==> src/rtl/dsc_done_pkg.sv <==
// Shared types for the descriptor completion condition unit.
// Assumes: mode fields are 2 bits wide, encoded as listed in cond_mode_e.
package dsc_done_pkg;
    typedef enum logic [1:0] {
        MODE_NEVER    = 2'd0,
        MODE_IF_TRUE  = 2'd1,
        MODE_IF_FALSE = 2'd2,
        MODE_ALWAYS   = 2'd3
    } cond_mode_e;

    typedef enum logic [2:0] {
        ST_IDLE  = 3'd0,
        ST_EVAL  = 3'd1,
        ST_STALL = 3'd2,
        ST_WB    = 3'd3,
        ST_INTR  = 3'd4,
        ST_BR    = 3'd5
    } done_state_e;

    localparam int TEST_WAIT = 0;
    localparam int TEST_INTR = 1;
    localparam int TEST_BR   = 2;
    localparam int NUM_TESTS = 3;
endpackage

==> src/rtl/dsc_cond_test.sv <==
// One mask-and-compare condition test followed by mode selection.
// Assumes: the mask sits at MASK_LSB and the compare value at bit 0 of sel.
// Purely combinational.
module dsc_cond_test
    import dsc_done_pkg::*;
#(
    parameter int SEL_W    = 32,
    parameter int DEV_W    = 4,
    parameter int MASK_LSB = 16
) (
    input  logic [SEL_W-1:0] sel,
    input  logic [DEV_W-1:0] dev,
    input  cond_mode_e       mode,
    output logic             hit
);
    logic [DEV_W-1:0] mask;
    logic [DEV_W-1:0] value;
    logic             match;
    logic             sel_unused;

    // Bits outside the two fields carry no meaning for this test.
    assign sel_unused = ^{sel[SEL_W-1:MASK_LSB+DEV_W], sel[MASK_LSB-1:DEV_W]};

    // Compare the masked device bits, then apply the mode.
    always_comb begin
        mask  = sel[MASK_LSB +: DEV_W];
        value = sel[DEV_W-1:0];
        match = ((dev & mask) == (value & mask));
        unique case (mode)
            MODE_NEVER:    hit = 1'b0;
            MODE_IF_TRUE:  hit = match;
            MODE_IF_FALSE: hit = !match;
            default:       hit = 1'b1;
        endcase
    end
endmodule

==> src/rtl/dsc_ptr_step.sv <==
// Next command pointer: the branch target or a sequential step.
// Assumes: descriptors are STEP bytes apart; wraps modulo 2^PTR_W.
module dsc_ptr_step #(
    parameter int PTR_W = 32,
    parameter int STEP  = 16
) (
    input  logic [PTR_W-1:0] cur_ptr,
    input  logic [PTR_W-1:0] dep_word,
    input  logic             take,
    output logic [PTR_W-1:0] next_ptr
);
    localparam logic [PTR_W-1:0] STEP_V = PTR_W'(STEP);

    // Choose the target.
    always_comb next_ptr = take ? dep_word : (cur_ptr + STEP_V);
endmodule

==> src/rtl/dsc_done_fsm.sv <==
// Completion sequencer: evaluate, stall, write back, interrupt, branch.
// Assumes: wait_hit is combinational from the live status word. A stall is
// re-tested only in cycles where that word differs from the previous cycle.
module dsc_done_fsm
    import dsc_done_pkg::*;
#(
    parameter int STAT_W = 16
) (
    input  logic              clk,
    input  logic              rst_n,
    input  logic              start,
    input  logic              wait_hit,
    input  logic [STAT_W-1:0] status_now,
    input  logic              wb_ack,
    output done_state_e       state,
    output logic              take_cmd,
    output logic              enter_wb
);
    done_state_e       state_q;
    done_state_e       state_d;
    logic [STAT_W-1:0] prev_q;
    logic              changed;

    // Detect a status change since the previous cycle.
    always_comb changed = (status_now != prev_q);

    // Next-state logic of the completion sequence.
    always_comb begin
        state_d  = state_q;
        take_cmd = 1'b0;
        enter_wb = 1'b0;
        unique case (state_q)
            ST_IDLE: if (start) begin
                take_cmd = 1'b1;
                state_d  = ST_EVAL;
            end
            ST_EVAL: begin
                enter_wb = !wait_hit;
                state_d  = wait_hit ? ST_STALL : ST_WB;
            end
            ST_STALL: if (changed && !wait_hit) begin
                enter_wb = 1'b1;
                state_d  = ST_WB;
            end
            ST_WB:   if (wb_ack) state_d = ST_INTR;
            ST_INTR: state_d = ST_BR;
            default: state_d = ST_IDLE;
        endcase
    end

    // State and previous-status registers.
    always_ff @(posedge clk) begin
        if (!rst_n) begin
            state_q <= ST_IDLE;
            prev_q  <= '0;
        end else begin
            state_q <= state_d;
            prev_q  <= status_now;
        end
    end

    assign state = state_q;
endmodule

==> src/rtl/dsc_done_ctrl.sv <==
// Top of the descriptor completion condition unit.
// Captures the finished command, runs the wait, interrupt and branch tests
// against chan_status[DEV_W-1:0], and sequences write-back, flush-clear,
// interrupt and pointer update. Assumes the select registers are stable
// while they are in use, and that wb_ack only answers wb_req.
module dsc_done_ctrl
    import dsc_done_pkg::*;
#(
    parameter int PTR_W    = 32,
    parameter int SEL_W    = 32,
    parameter int STAT_W   = 16,
    parameter int CNT_W    = 16,
    parameter int DEV_W    = 4,
    parameter int MASK_LSB = 16,
    parameter int STEP     = 16
) (
    input  logic              clk,
    input  logic              rst_n,
    input  logic              start,
    input  logic              is_xfer,
    input  logic [1:0]        wait_mode,
    input  logic [1:0]        intr_mode,
    input  logic [1:0]        br_mode,
    input  logic [SEL_W-1:0]  wait_sel,
    input  logic [SEL_W-1:0]  intr_sel,
    input  logic [SEL_W-1:0]  br_sel,
    input  logic [STAT_W-1:0] chan_status,
    input  logic [PTR_W-1:0]  cur_ptr,
    input  logic [PTR_W-1:0]  dep_word,
    input  logic [CNT_W-1:0]  residual,
    input  logic              wb_ack,
    output logic              busy,
    output logic              stalled,
    output logic              wb_req,
    output logic [STAT_W-1:0] wb_status,
    output logic [CNT_W-1:0]  wb_residual,
    output logic              wb_res_valid,
    output logic              flush_clr,
    output logic              irq_pulse,
    output logic              ptr_load,
    output logic [PTR_W-1:0]  next_ptr,
    output logic              bt_flag
);
    cond_mode_e        mode_q [NUM_TESTS];
    logic [SEL_W-1:0]  sel_arr [NUM_TESTS];
    logic [NUM_TESTS-1:0] hit;
    logic [PTR_W-1:0]  ptr_q;
    logic [PTR_W-1:0]  dep_q;
    logic [CNT_W-1:0]  res_q;
    logic              xfer_q;
    logic [STAT_W-1:0] snap_q;
    logic              bt_q;
    done_state_e       state;
    logic              take_cmd;
    logic              enter_wb;

    // Route the live select registers to their tests.
    always_comb begin
        sel_arr[TEST_WAIT] = wait_sel;
        sel_arr[TEST_INTR] = intr_sel;
        sel_arr[TEST_BR]   = br_sel;
    end

    // One condition test per mode field.
    for (genvar g = 0; g < NUM_TESTS; g++) begin : g_test
        dsc_cond_test #(
            .SEL_W    (SEL_W),
            .DEV_W    (DEV_W),
            .MASK_LSB (MASK_LSB)
        ) u_test (
            .sel  (sel_arr[g]),
            .dev  (chan_status[DEV_W-1:0]),
            .mode (mode_q[g]),
            .hit  (hit[g])
        );
    end

    dsc_done_fsm #(
        .STAT_W (STAT_W)
    ) u_fsm (
        .clk        (clk),
        .rst_n      (rst_n),
        .start      (start),
        .wait_hit   (hit[TEST_WAIT]),
        .status_now (chan_status),
        .wb_ack     (wb_ack),
        .state      (state),
        .take_cmd   (take_cmd),
        .enter_wb   (enter_wb)
    );

    dsc_ptr_step #(
        .PTR_W (PTR_W),
        .STEP  (STEP)
    ) u_step (
        .cur_ptr  (ptr_q),
        .dep_word (dep_q),
        .take     (hit[TEST_BR]),
        .next_ptr (next_ptr)
    );

    // Capture the finished command's fields when idle.
    always_ff @(posedge clk) begin
        if (!rst_n) begin
            mode_q[TEST_WAIT] <= MODE_NEVER;
            mode_q[TEST_INTR] <= MODE_NEVER;
            mode_q[TEST_BR]   <= MODE_NEVER;
            ptr_q  <= '0;
            dep_q  <= '0;
            res_q  <= '0;
            xfer_q <= 1'b0;
        end else if (take_cmd) begin
            mode_q[TEST_WAIT] <= cond_mode_e'(wait_mode);
            mode_q[TEST_INTR] <= cond_mode_e'(intr_mode);
            mode_q[TEST_BR]   <= cond_mode_e'(br_mode);
            ptr_q  <= cur_ptr;
            dep_q  <= dep_word;
            res_q  <= residual;
            xfer_q <= is_xfer;
        end
    end

    // Snapshot the status word at the moment completion proceeds.
    always_ff @(posedge clk) begin
        if (!rst_n)        snap_q <= '0;
        else if (enter_wb) snap_q <= chan_status;
    end

    // Branch-taken flag, updated with each pointer load.
    always_ff @(posedge clk) begin
        if (!rst_n)                bt_q <= 1'b0;
        else if (state == ST_BR)   bt_q <= hit[TEST_BR];
    end

    // Outputs decoded from the sequencer state.
    always_comb begin
        busy         = (state != ST_IDLE);
        stalled      = (state == ST_STALL);
        wb_req       = (state == ST_WB);
        wb_status    = snap_q;
        wb_residual  = res_q;
        wb_res_valid = xfer_q;
        flush_clr    = (state == ST_INTR);
        irq_pulse    = (state == ST_INTR) && hit[TEST_INTR];
        ptr_load     = (state == ST_BR);
        bt_flag      = bt_q;
    end
endmodule

==> config.mk <==
export PLATFORM = sky130hd
export DESIGN_NAME = dsc_done_ctrl
export DESIGN_NICKNAME = d
export VERILOG_FILES = /design/src/rtl/dsc_done_pkg.sv /design/src/rtl/dsc_cond_test.sv /design/src/rtl/dsc_ptr_step.sv /design/src/rtl/dsc_done_fsm.sv /design/src/rtl/dsc_done_ctrl.sv
export SDC_FILE = /design/constraint.sdc
export NUM_CORES = 1
export LEC_CHECK = 0
export ABC_AREA = 1
export BUFFER_PORTS_ARGS = -buffer_cell sky130_fd_sc_hd__buf_2
export CORE_MARGIN = 2
export CORE_UTILIZATION = 40
export DETAILED_ROUTE_END_ITERATION = 8
export HOLD_SLACK_MARGIN = 0.06
export PLACE_DENSITY = 0.7
export REMOVE_ABC_BUFFERS = 1
export SLEW_MARGIN = 10
export SYNTH_ARGS = -nofsm -noshare
export SYNTH_HDL_FRONTEND = slang
export SYNTH_SLANG_ARGS = --single-unit
export TNS_END_PERCENT = 100
==> constraint.sdc <==
create_clock -name clk -period 2.87 [get_ports clk]
set_input_delay 0 -clock clk [delete_from_list [all_inputs] [get_ports clk]]
set_output_delay 0 -clock clk [all_outputs]
set_load 0.1 [all_outputs]
==> results of run 1 <==
worst paths after layout:
path                       start              to  slack, ns  cells after the start
setup / recovery        ptr_q[5]    next_ptr[28]       0.34                     10
hold / removal            wb_ack  u_fsm.state[0]       0.15                      7
setup reg to reg  u_fsm.state[0]  wb_residual[7]       0.81                      6
hold reg to reg   wb_residual[1]  wb_residual[1]       0.47                      2
Yosys cell counts (2+ instances only):
cell type / n
nor2_2: 3
o22ai_1: 81
o21ai_0: 26
nand4_1: 6
nand2_1: 146
dfxtp_1: 117
or2_2: 3
a21oi_1: 22
buf_6: 4
buf_2: 19
inv_2: 3
o21ai_1: 21
clkbuf_1: 7
nand3_2: 4
nand2_2: 2
inv_1: 248
o21a_1: 2
nor3_1: 11
edfxtp_1: 6
xor2_1: 18
buf_4: 7
a21o_1: 2
nand3_1: 39
nor2_1: 68
sequential cells by signal (all words and copies together) (netlist names):
| register | count |
|---|---|
| dep_q | 32 |
| ptr_q | 32 |
| u_fsm.prev_q | 16 |
| wb_residual | 16 |
| wb_status | 16 |
| mode_q | 6 |
| u_fsm.state | 3 |
| bt_flag | 1 |
| wb_res_valid | 1 |
cells by family (layout without fill, tap and decap cells):
logic type / count (synthesis) / count (layout) / synth area share (%)
adders and majority gates: 1 / 1 / 0.208
AOI/OAI and AO/OA: 157 / 157 / 15.2
xor gates and xnor gates: 18 / 18 / 2.62
buffers and inverters: 288 / 594 / 19.3
and+or+nand+nor: 288 / 288 / 20.6
DFF: 123 / 123 / 42.0
critical path, cell delays in order (launching register included):
cell      delay [ns]
dfxtp_1         0.35
ha_1            0.19
nand3_1         0.17
nor3_2          0.22
nand2_1         0.16
nor2_2          0.22
nand2_1         0.14
o21ai_1         0.14
nand3_1         0.08
o21ai_1         0.09
clkbuf_4        0.34
through the flow:
stage                     total power, mW  TNS, ns  area, µm²
after floorplan                      5.73   -46.58       5790
after global placement               6.49        0       7160
after detailed placement             6.52        0       7160
after CTS                            8.63        0       8750
after global routing                 9.06        0       8760
final                                8.64        0       8760
repair_timing:
item	CTS	global route
endpoints found under the setup margin	0	2
hold buffers	104	0
resized for setup	0	2
hold endpoints to repair	120	0
routing by layer:
layer  GRT usage [%]  up-vias  routed length (µm)
met4            9.70        0                 524
met5               0        -                   0
li1                -     3274                   -
met2            37.4      234                8340
met3            5.95       43                1130
met1            24.3     2845                7230
layout make-up:
class / count / area, µm²
inverters: 251 / 942
flip-flops and latches: 123 / 2520
fillers: 1254 / 5830
well taps: 184 / 230
repair buffers: 311 / 2160
clock buffers: 19 / 433
multi-input cells: 464 / 2340
clock inverters: 13 / 120
where the power goes:
part | total, mW | switching [mW] | internal [mW]
sequential | 2.37 | 0.227 | 2.14
clock | 1.99 | 0.802 | 1.19
combinational | 4.27 | 3.36 | 0.912
total | 8.64 | 4.39 | 4.24
==> metrics.txt, run 1 <==
crit-path max FO=3; initial core utilization=41.2%; main flop type after synthesis=dfxtp_1; final wirelength=17200 µm; initial antenna violation count=0; Worst slew margin=52.7%; Slew Viols, Final=0; Hold Path Class=input pin to flop; maximum vdd drop=680 µV; Post-Syn Area per Cell=6.87 µm²; max-cap check violation count=0; Mapped Area=6010 µm²; htree depth=4; Avg WL per Cell=~13 µm; Mapped Cells=875; drt drc=0; worst skew pair latency=0.42 ns; vias in the first global route=6203; IO Port Bufs=approximately 200; post-route core utilization=around three fifths; Max Freq=0.395 GHz; Yosys reg bits=approximately 120; vias post-DR=6396; final setup fails=0; Worst Skew=0.00765 ns; WS Path Type=flop to output pin; Place WS=0.693 ns; number of CTS-inserted buffers=17; core area=14600 µm²; Layout area overhead=45.8%; Final Worst Setup Slack=0.340 ns; CP required=approximately 2.9 ns; Final #Nets=1372; RSZ-0062 raised after global routing=false; largest net degree at the start of global routing=73; Synth top area share=about 39%; synth top area cells=dfxtp_1 39%, inv_1 15%, nand2_1 9.1%; Yosys Warn Count=0; placed cell count=between 1000 and 1500; GRT overflow=0; num ports=between 200 and 300; PD cells=986 nW/µm²; FFs w/ async S/R, synth=0%; CTS tree=built; DP Wirelength=about 10000 µm; worst slew pin tran=0.710 ns; status=complete, no violations; Clock Sinks=123; count of different cell masters after synthesis=34; Die Wd=127 µm; Hold Vio Cnt, Final=0; area leader, netlist=dfxtp_1; die height=127 µm; clock slew at reported path FFs=0.06 ns; Clock Path Buffers=2; postcts setup bufs=0; Die ar.=16000 µm²; # diodes=0; Clock Tree Root=clkbuf_16; commonest non-fill, non-tap cell in the layout=inv_1; post-DR vias/cell=about 4.7; min Tclk post-route=2.53 ns; row cnt=44; Non-Filler Instances=1365; Routability Congestion=0.824; Tcrit/Tclk final=roughly 88%; DR iter-0 viols=283; critical path startpoint category=flop; first-pass GRT wire length=about 28000 µm; most frequent cells in the layout=248 x inv_1, 197 x buf_2, 146 x nand2_1, 117 x dfxtp_1, 104 x dlygate4sd3_1; layout cells sized above 1=a little over a fifth; data arrival time of the critical path=2.53 ns; number of synthesized flops with an enable pin=6; register area share after synthesis=42.0%; detailed-router iteration count before antenna repair=5; CP Capture Type=output pin; global-route total usage across every layer=21.4%; WHS=0.154 ns; Routed Antenna Nets=0; Pleak=4.50 nW
No activity file was read; power rests on OpenSTA's default activity.
==> run 2, diff against run 1 <==
- ABC_AREA: 1 -> unset
- PLACE_DENSITY: 0.7 -> 0.71
==> run 2 against run 1 <==
Net effect:
- non-clock buffer count rose by 4
- highest routed layer unchanged
- clock-buffer cell count rose by 1
- first-iteration DRC count fell by 22%
- die area fell by 6.3%
- sequential share of layout area rose by 0.43 points
- worst hold slack got worse by 0.060 ns
==> metrics.txt, run 2 <==
status=complete, no violations; Worst slew margin=64.7% (+12 points); Die ar.=15000 µm² (-6.3%); Die Wd=123 µm (-3.2%); FFs w/ async S/R, synth=0% (unchanged); Power Total=6.66 mW (-23%); count of different cell masters after synthesis=39 (+15%); vias post-DR=5541 (-13%); htree depth=4 (unchanged); biggest registers after layout=dep_q: 32 flops, ptr_q: 32 flops; Hold Path Class=input pin to flop; CP delay by family, top=buffers and inverters; drt drc=0 (unchanged); CP Capture Type=output pin; final setup fails=0 (unchanged); hold path depth=3 (-4); Final Worst Setup Slack=0.141 ns (-0.198 ns); PD cells=771 nW/µm² (-22%); worst skew pair latency=0.41 ns (about the same); maximum vdd drop=678 µV (-0.23%); num ports=275 (unchanged); initial core utilization=40.6% (-0.54 points); data arrival time of the critical path=2.73 ns (+0.20 ns); number of synthesized flops with an enable pin=6 (unchanged); max-cap check violation count=0 (unchanged); CTS tree=built; Tcrit/Tclk final=95.1% (+6.9 points); vias in the first global route=5387 (-13%); most frequent cells in the layout=208 x nand2_1, 187 x buf_2, 117 x dfxtp_1, 105 x dlygate4sd3_1, 82 x a21boi_0; Pleak=3.87 nW (-14%); IO Port Bufs=202 (unchanged); layout cells sized above 1=25.9% (+4.0 points); Worst Skew=0.00655 ns (-0.00111 ns); crit-path max FO=30 (+27); Clock Sinks=123 (unchanged); critical path's largest stage delay=0.53 ns (+0.18 ns); RSZ-0062 raised after global routing=false; number of CTS-inserted buffers=17 (unchanged); Clock Tree Root=clkbuf_16; global-route total usage across every layer=21.6% (+0.16 points); Clock Path Buffers=2 (unchanged); Yosys reg bits=123 (unchanged); Max Freq=0.366 GHz (-7.3%); initial antenna violation count=1 (+1); Mapped Cells=681 (-22%); main flop type after synthesis=dfxtp_1; Slowest cell on crit path=dlygate4sd3_1; register area share after synthesis=44.9% (+2.9 points); Routed Antenna Nets=0 (unchanged); critical path startpoint category=input pin; dpl cell area=6960 µm² (-2.8%); CP Cell Sequence=dlygate4sd3_1, buf_2, xor2_1, a22o_1, a221oi_2, mux2i_4, buf_6, mux2_2, buf_2; post-DR vias/cell=4.75 (+1.4%); first-pass GRT wire length=25200 µm (-10%); WS Path Type=input pin to output pin; Layout area overhead=53.6%; Synth top area share=41.7% (+2.7 points); DP Wirelength=9340 µm (-10%); clock slew at reported path FFs=0.06 ns (about the same); Final #Nets=1176 (-14%); largest net degree at the start of global routing=88 (+21%); area leader, netlist=dfxtp_1; GRT overflow=0 (unchanged); final instance area=8630 µm² (-1.5%); worst slew pin tran=0.529 ns (-0.181 ns); most frequent CP cell=buf_2; core area=13800 µm² (-5.2%); Non-Filler Instances=1166 (-15%); synth top area cells=dfxtp_1 42%, nand2_1 14%, a21boi_0 11%; Buf/Inv on CP=4 (+3); Avg WL per Cell=13.8 µm (+9.7%); final wirelength=16100 µm (-6.3%); detailed-router iteration count before antenna repair=6 (+1); Yosys Warn Count=0 (unchanged); Slew Viols, Final=0 (unchanged); DR iter-0 viols=221 (-22%); Place WS=0.552 ns (-0.141 ns); Post-Syn Area per Cell=8.25 µm² (+20%); Hold Vio Cnt, Final=0 (unchanged); die height=123 µm (-3.2%); most instantiated library cell after synthesis=nand2_1; Worst R2R Path Depth=7 (+1); Synth top cells by count=209 x nand2_1, 117 x dfxtp_1, 82 x a21boi_0; Mapped Area=5620 µm² (-6.5%); commonest non-fill, non-tap cell in the layout=nand2_1; row cnt=43 (-2.3%); Routability Congestion=0.730 (-11%); CP required=2.87 ns (about the same); placed cell count=1028 (-16%); min Tclk post-route=2.73 ns (+0.198 ns); Critical Path Stages=9 (-1)
[run 2: cell types whose count changed in the layout (fill, tap and decap cells not counted), moves of 9 or more]
cell | before | now
a21boi_0 | 0 | 82
buf_12 | 5 | 15
buf_2 | 197 | 187
inv_1 | 248 | 19
mux2i_1 | 0 | 17
nand2_1 | 146 | 208
nand3_1 | 38 | 11
nor2_1 | 68 | 42
nor3_1 | 11 | 2
o21ai_0 | 26 | 1
o21ai_1 | 21 | 0
o22ai_1 | 81 | 0
xnor2_1 | 0 | 15
xor2_1 | 18 | 39
[run 2: path summary, 6_finish.rpt]
path                    start             to  slack (ns)
max            chan_status[2]    next_ptr[0]        0.14
min                     rst_n  wb_status[14]        0.09
max reg2reg  u_fsm.prev_q[14]   wb_status[0]        0.91
min reg2reg     wb_status[14]  wb_status[14]        0.46
[run 2: cell families after synthesis]
kind of cell,synth area share [%]
compound gates,15.2
xor+xnor,8.42
fa+ha+maj,0.223
buf+inv,4.76
flops,44.9
mux,4.68
simple gates,21.9
[run 2: routing by layer]
metal | part of all wire [%] | GRT usage (%) | vias to the layer above
met5 | 0 | 0 | -
met4 | 1.2 | 6.47 | 0
met3 | 8.6 | 8.18 | 15
met2 | 50 | 38.7 | 196
met1 | 40 | 23.5 | 2506
li1 | - | - | 2824
[run 2: metrics by stage]
stage / setup TNS [ns] / util (%) / hold WS (ns)
after floorplan: -51.55 / - / 0.111
after global placement: 0 / 50.3 / 0.231
after detailed placement: 0 / 50.3 / 0.234
after CTS: 0 / 62.3 / 0.0752
after global routing: 0 / 62.4 / 0.104
final: 0 / 62.4 / 0.0938
[run 2: final cells by class]
type,instances,area (µm²)
antenna,1,2.50
clock buffer,20,457
clock inverter,12,145
fill,1149,5200
inverter,19,71.3
multi-input combinational,496,2850
sequential,123,2520
tap,180,225
timing repair buffer,315,2350
[run 2: tightest hold or removal path, cell delays in order]
cell and delay (ns):
buf_4 0.27, nand2_1 0.13, mux2i_1 0.05
[run 2: report_power, final]
part | switching (mW) | internal (mW) | total, mW
clock network | 0.770 | 1.40 | 2.17
registers | 0.118 | 1.90 | 2.02
logic | 1.79 | 0.669 | 2.46
total | 2.68 | 3.97 | 6.66
[run 2: timing repair]
| item | 4_1_cts | 5_1_grt |
|---|---|---|
| endpoints found under the hold margin | 122 | 0 |
| gates resized for setup | 0 | 5 |
| setup endpoints to repair | 0 | 21 |
| buffers inserted | 0 | 0 |
| hold buffers | 105 | 0 |
